`config.mk`:
```
export PLATFORM = sky130hd
export DESIGN_NAME = ks_resync_tracker
export DESIGN_NICKNAME = d
export VERILOG_FILES = /design/src/rtl/ks_resync_pkg.sv /design/src/rtl/ks_word_offset.sv /design/src/rtl/ks_replay_seq.sv /design/src/rtl/ks_resync_tracker.sv
export SDC_FILE = /design/constraint.sdc
export NUM_CORES = 1
export LEC_CHECK = 0
export ABC_AREA = 0
export ABC_CLOCK_PERIOD_IN_PS = 3600
export BUFFER_PORTS_ARGS = -buffer_cell sky130_fd_sc_hd__buf_2
export CAP_MARGIN = 5
export CORE_MARGIN = 4
export CORE_UTILIZATION = 42
export CTS_BUF_LIST = sky130_fd_sc_hd__clkbuf_8
export CTS_CLUSTER_DIAMETER = 80
export CTS_CLUSTER_SIZE = 20
export DETAILED_ROUTE_END_ITERATION = 12
export PLACE_DENSITY = 0.74
export SLEW_MARGIN = 20
export SYNTH_ARGS = -nofsm -noshare
export SYNTH_HDL_FRONTEND = slang
export SYNTH_SLANG_ARGS = --single-unit
```
`constraint.sdc`:
```
create_clock -name clk -period 3.6 [get_ports clk]
set_input_delay 0.54 -clock clk [delete_from_list [all_inputs] [get_ports clk]]
set_output_delay 0.54 -clock clk [all_outputs]
set_load 0.02 [all_outputs]
```
`src/rtl/ks_resync_pkg.sv`:
```
package ks_resync_pkg;

    typedef enum logic [1:0] {
        ST_RUN  = 2'd0,
        ST_IVLD = 2'd1,
        ST_WAIT = 2'd2,
        ST_SKIP = 2'd3
    } rs_state_e;

endpackage

```
`src/rtl/ks_word_offset.sv`:
```
module ks_word_offset #(
    parameter int AW   = 32,
    parameter int OFFW = 12
) (
    input  logic [AW-1:0]   addr,
    input  logic [AW-1:0]   base,
    output logic [OFFW-1:0] offset
);
    logic [AW-1:0] diff;
    logic          unused_bits;

    assign diff        = addr - base;
    assign offset      = diff[OFFW+1:2];
    assign unused_bits = ^diff;
endmodule

```
`src/rtl/ks_replay_seq.sv`:
```
module ks_replay_seq
    import ks_resync_pkg::*;
#(
    parameter int IV_WORDS = 2,
    parameter int OFFW     = 12
) (
    input  logic            clk,
    input  logic            rst_n,
    input  logic            start,
    input  logic            start_redir,
    input  logic [OFFW-1:0] start_skip,
    input  logic            word_valid,
    input  logic            cipher_ready,
    output logic            redir_o,
    output logic            rekey_o,
    output logic            rel_o,
    output logic            disc_o
);
    localparam int IVCW = (IV_WORDS > 1) ? $clog2(IV_WORDS) : 1;
    localparam logic [IVCW-1:0] IV_LOAD = IVCW'((IV_WORDS > 0) ? IV_WORDS - 1 : 0);
    localparam rs_state_e ENTRY_ST = (IV_WORDS > 0) ? ST_IVLD : ST_WAIT;
    localparam logic REKEY_AT_START = (IV_WORDS == 0);

    typedef struct packed {
        rs_state_e       st;
        logic [IVCW-1:0] iv_cnt;
        logic [OFFW-1:0] skip;
        logic            rekey;
        logic            redir;
    } seq_t;

    seq_t seq_q, seq_d;
    logic iv_last;

    generate
        if (IV_WORDS == 0) begin : g_ctr_iv
            assign iv_last = 1'b1;
        end else begin : g_inline_iv
            assign iv_last = (seq_q.iv_cnt == '0);
        end
    endgenerate

    always_comb begin
        seq_d       = seq_q;
        seq_d.rekey = 1'b0;
        seq_d.redir = 1'b0;
        if (start) begin
            seq_d.st     = ENTRY_ST;
            seq_d.iv_cnt = IV_LOAD;
            seq_d.skip   = start_skip;
            seq_d.rekey  = REKEY_AT_START;
            seq_d.redir  = start_redir;
        end else begin
            unique case (seq_q.st)
                ST_IVLD: if (word_valid) begin
                    if (iv_last) begin
                        seq_d.st    = ST_WAIT;
                        seq_d.rekey = 1'b1;
                    end else begin
                        seq_d.iv_cnt = seq_q.iv_cnt - 1'b1;
                    end
                end
                ST_WAIT: if (cipher_ready && !seq_q.rekey) begin
                    seq_d.st = (seq_q.skip == '0) ? ST_RUN : ST_SKIP;
                end
                ST_SKIP: if (word_valid) begin
                    seq_d.skip = seq_q.skip - 1'b1;
                    if (seq_q.skip == OFFW'(1)) seq_d.st = ST_RUN;
                end
                default: ;
            endcase
        end
    end

    always_ff @(posedge clk or negedge rst_n) begin
        if (!rst_n) seq_q <= '0;
        else        seq_q <= seq_d;
    end

    assign redir_o = seq_q.redir;
    assign rekey_o = seq_q.rekey;
    assign rel_o   = word_valid && (seq_q.st == ST_RUN);
    assign disc_o  = word_valid && ((seq_q.st == ST_IVLD) || (seq_q.st == ST_SKIP));

    AST_NO_RELEASE_AFTER_REKEY: assert property (@(posedge clk) disable iff (!rst_n)
        rekey_o |=> !rel_o);
    AST_RELEASE_DISCARD_EXCL: assert property (@(posedge clk) disable iff (!rst_n)
        !(rel_o && disc_o));
endmodule

```
`src/rtl/ks_resync_tracker.sv`:
```
module ks_resync_tracker #(
    parameter int AW       = 32,
    parameter int OFFW     = 12,
    parameter int IV_WORDS = 2
) (
    input  logic            clk,
    input  logic            rst_n,
    input  logic            jump_taken,
    input  logic [AW-1:0]   jump_target,
    input  logic            exc_enter,
    input  logic [AW-1:0]   exc_vector,
    input  logic            exc_return,
    input  logic [AW-1:0]   exc_pc,
    input  logic [AW-1:0]   pc,
    input  logic            word_valid,
    input  logic            cipher_ready,
    input  logic            csr_we,
    input  logic [AW-1:0]   csr_wdata,
    output logic [AW-1:0]   csr_rdata,
    output logic [AW-1:0]   block_base,
    output logic [OFFW-1:0] cur_offset,
    output logic            redirect_valid,
    output logic [AW-1:0]   redirect_addr,
    output logic            cipher_rekey,
    output logic            word_release,
    output logic            word_discard
);
    localparam logic [OFFW-1:0] IV_OFF = OFFW'(IV_WORDS);

    typedef struct packed {
        logic [AW-1:0] base;
        logic [AW-1:0] shadow;
    } trk_t;

    trk_t            trk_q, trk_d;
    logic            evt_ret, start;
    logic [OFFW-1:0] resume_off, start_skip;

    ks_word_offset #(.AW(AW), .OFFW(OFFW)) u_cur_off (
        .addr(pc), .base(trk_q.base), .offset(cur_offset)
    );

    ks_word_offset #(.AW(AW), .OFFW(OFFW)) u_res_off (
        .addr(exc_pc), .base(trk_q.shadow), .offset(resume_off)
    );

    always_comb begin
        trk_d   = trk_q;
        evt_ret = exc_return && !exc_enter;
        start   = exc_enter || exc_return || jump_taken;
        if (exc_enter)       trk_d.base = exc_vector;
        else if (exc_return) trk_d.base = trk_q.shadow;
        else if (jump_taken) trk_d.base = jump_target;
        if (exc_enter)       trk_d.shadow = trk_q.base;
        else if (csr_we)     trk_d.shadow = csr_wdata;
        start_skip = (evt_ret && (resume_off > IV_OFF)) ? (resume_off - IV_OFF) : '0;
    end

    always_ff @(posedge clk or negedge rst_n) begin
        if (!rst_n) trk_q <= '0;
        else        trk_q <= trk_d;
    end

    ks_replay_seq #(.IV_WORDS(IV_WORDS), .OFFW(OFFW)) u_seq (
        .clk(clk), .rst_n(rst_n),
        .start(start), .start_redir(evt_ret), .start_skip(start_skip),
        .word_valid(word_valid), .cipher_ready(cipher_ready),
        .redir_o(redirect_valid), .rekey_o(cipher_rekey),
        .rel_o(word_release), .disc_o(word_discard)
    );

    assign block_base    = trk_q.base;
    assign csr_rdata     = trk_q.shadow;
    assign redirect_addr = trk_q.base;

    AST_JUMP_LOADS_BASE: assert property (@(posedge clk) disable iff (!rst_n)
        (jump_taken && !exc_enter && !exc_return) |=> block_base == $past(jump_target));
    AST_EXC_SAVES_BASE: assert property (@(posedge clk) disable iff (!rst_n)
        exc_enter |=> (block_base == $past(exc_vector)) && (csr_rdata == $past(block_base)));
    AST_CSR_WRITE_DEFERRED: assert property (@(posedge clk) disable iff (!rst_n)
        (csr_we && !exc_enter && !exc_return && !jump_taken) |=>
        (csr_rdata == $past(csr_wdata)) && (block_base == $past(block_base)));
    AST_RETURN_REDIRECTS: assert property (@(posedge clk) disable iff (!rst_n)
        (exc_return && !exc_enter) |=> redirect_valid && (redirect_addr == $past(csr_rdata)));
endmodule

```
==> results.yml <==
run_status:
  status: "finished clean"
layout:
  layout-drive-gt1-share: 0.341
  syn_to_final_growth_pct: 23.2
  diodes: 0
  fillers: 1309
  stdcell_count: 1033
  nNetsFinal: 1047
timing:
  layout_setup_ws_ns: 0.400
  fin_crit_ns: 3.20
  max-slew-margin-rel: 0.259
  setup-tns-final_ns: 0
  rsz0062_at_grt: "false"
  hold_viol_final: 0
  skew_ns: 0.00935
  worst-slew-pin-transition_ns: 1.11
  max_freq_mhz: 312
  period_share: 0.889
  drv_slew: 0
  setup_violations: 0
global_route:
  grt-ovfl-total: 0
  grt_pass1_vias: 5675
  grt_usage: 0.225
  grt_pass1_wl_um: 29200
  grt_start_max_net_pins: 82
  grt_antenna_before_repair: 2
routing:
  routedWlPerCell_um: 17.3
  wl_um: 17900
  drc: 0
  ant_nets: 0
  routed_via_density: 5.45
  vias: 5630
  dr.pass1.iters: 5
  drt_iter0_markers: 302
clock_network:
  ctsResizeCount: 0
  cts-root-buf: "clkbuf_8"
  max-clock-path-buffers: 2
  cts.sinks: 81
  cts_tree: "yes"
  clkTransAtPathRegs_ns: 0.09
  numCtsBuffers: 9
  clk_latency_ns: 0.36
  hold_buffers: 0
  post_cts_buffers: 0
  htree_num_levels: 3
critical_path:
  worstSetupEndpointType: "output port"
  crit_type: "register to output port"
  cp.required_ns: 3.06
  worst_path_most_repeated_cell: "a21oi_2"
  crit_arrival_ns: 2.66
  path_cells: "inv_1, ha_1, a21oi_2, o21bai_1, a21oi_2, o211ai_1, nand3_1, nand3b_1, a21oi_1, xnor2_1, buf_2"
  slowest_stage: "dfrtp_1"
  start_kind: "register"
  crit_path_max_fanout: 5
  cpPeakStageDelay_ns: 0.42
place:
  io_buffers: 243
  gp_congestion: 0.887
  dpl.hpwl_um: 13500
  dp.cells: 1017
  post-place-ws_ns: 0.335
synthesis:
  synth_seq_cells: 81
  ys_types: 62
  syn_nets: 855
  synthCells: 660
  syn_area_mm2: 0.00578
  synth_edf_count: 0
  synthArstFlopShare: 1.00
  synth_area_leaders: "dfrtp_1 (35%), a22oi_1 (8.3%), o21ai_0 (7.3%)"
  synthFlopType: "dfrtp_1"
  synth_warnings: 0
  synth_area_leader_cell: "dfrtp_1"
  synth_top_area_frac: 0.351
  synth_area_per_cell_um2: 8.75
  yosysSeqAreaShare: 0.351
floorplan:
  start_util: 0.433
  ios: 280
  die_h_um: 125
  rows: 42
  core_mm2: 0.0133
  die_area_mm2: 0.0157
  die_x_um: 125
power_and_ir_drop:
  total_leakage_power_nw: 3.47
  peakVddDrop_uv: 207
  power_density_mw_per_mm2: 447
hold_path:
  hp-class: "primary input to async pin"
flow_run:
  drv_cap: 0
[worst paths after layout]
check,start,endpoint,slack (ns),cells past startpoint
worst max-delay path,block_base[1],cur_offset[10],0.40,11
worst min-delay path,rst_n,u_seq.seq_q[5],0.20,1
worst max register to register,csr_rdata[5],u_seq.seq_q[13],0.46,11
worst min register to register,u_seq.seq_q[14],u_seq.rekey_o,0.48,1
max in group asynchronous,rst_n,block_base[30],2.87,1
min in group clk,exc_vector[10],block_base[10],0.42,3
[cells in the mapped netlist, drive strengths merged, types with 3 or more instances]
| cell | instances |
|---|---|
| nand2 | 61 |
| inv | 37 |
| o211ai | 5 |
| buf | 39 |
| a21o | 4 |
| nand3b | 4 |
| o21ai | 87 |
| ha | 27 |
| nor2 | 28 |
| mux2i | 35 |
| or2 | 3 |
| a211oi | 5 |
| dfrtp | 81 |
| and2 | 3 |
| nor4 | 4 |
| o22ai | 5 |
| and3 | 5 |
| xnor2 | 22 |
| or3 | 6 |
| clkbuf | 30 |
| a31oi | 10 |
| nor3 | 19 |
| a22oi | 64 |
| a21oi | 26 |
| nand2b | 7 |
| xor2 | 9 |
| nand3 | 7 |
[registers in the layout, indices dropped and copies added (netlist names)]
| name | cells |
|---|---|
| block_base | 32 |
| csr_rdata | 32 |
| u_seq.redir_o | 1 |
| u_seq.rekey_o | 1 |
| u_seq.seq_q | 15 |
[critical path: cells and delay by family, from the launching register on]
kind,cells,cell delay (ns)
AO/OA/AOI/OAI,5,0.94
buffers and inverters,2,0.24
XOR/XNOR,1,0.13
flip-flops,1,0.42
adder cells (fa/ha/maj),1,0.28
AND/OR/NAND/NOR,2,0.27
[layout make-up]
type | instances | area [µm²] | share of cell area
clock buffer | 12 | 165 | 0.0232
clock inverter | 4 | 50.0 | 0.00703
inverter | 37 | 139 | 0.0195
multi-input combinational | 473 | 3240 | 0.455
sequential | 81 | 2030 | 0.285
tap | 176 | 220 | 0.0310
timing repair buffer | 250 | 1280 | 0.180
[through the flow]
stage	power [mW]	utilization	instance area [µm²]	hold slack [ns]
after global routing	3.41	0.533	7110	0.243
after detailed placement	2.47	0.516	6890	0.466
final	3.18	0.533	7110	0.196
after floorplan	2.08	-	5780	0.244
after global placement	2.45	0.516	6890	0.454
after CTS	3.21	0.532	7100	0.385
[cells in the final DEF (no fill, tap or decap), types with 2 or more instances in the layout]
cell type,n
a31o_2,2
clkbuf_8,12
and2_1,3
xnor2_1,22
buf_2,241
or2_2,2
buf_4,8
o211ai_1,4
nand2b_1,7
a21o_1,3
nand2_1,61
ha_1,27
nor4_1,4
o21a_1,2
nor2_1,27
o21ai_1,3
or3_1,6
dfrtp_1,81
mux2i_1,35
nor3_1,18
and3_1,5
xor2_1,9
nand3b_1,4
nand3_1,6
a21oi_1,24
a31oi_1,9
a22oi_1,64
inv_1,37
a21oi_2,2
o22ai_1,5
a211oi_1,5
o21ai_0,84
[routing by layer]
layer	vias up	share of wire	GRT usage
met5	-	0.0015	0
met3	25	0.074	0.0627
met1	2657	0.42	0.290
li1	2732	-	-
met4	4	0.022	0.0714
met2	212	0.48	0.370
[report_power, final]
part	internal (mW)	switching [mW]	leakage [nW]
registers	1.01	0.123	1.00
clock network	0.378	0.347	0.110
logic	0.526	0.794	2.35
[cells by family (layout without fill, tap and decap cells)]
| group | Yosys count | count (layout) | share of synthesized area |
|---|---|---|---|
| muxes | 36 | 36 | 0.0632 |
| DFF | 81 | 81 | 0.351 |
| xor gates and xnor gates | 31 | 31 | 0.0470 |
| AOI/OAI and AO/OA | 226 | 226 | 0.259 |
| buffers and inverters | 106 | 303 | 0.0925 |
| and+or+nand+nor | 153 | 153 | 0.129 |
| adders and majority gates | 27 | 27 | 0.0585 |
(Power assumes the default switching activity.)
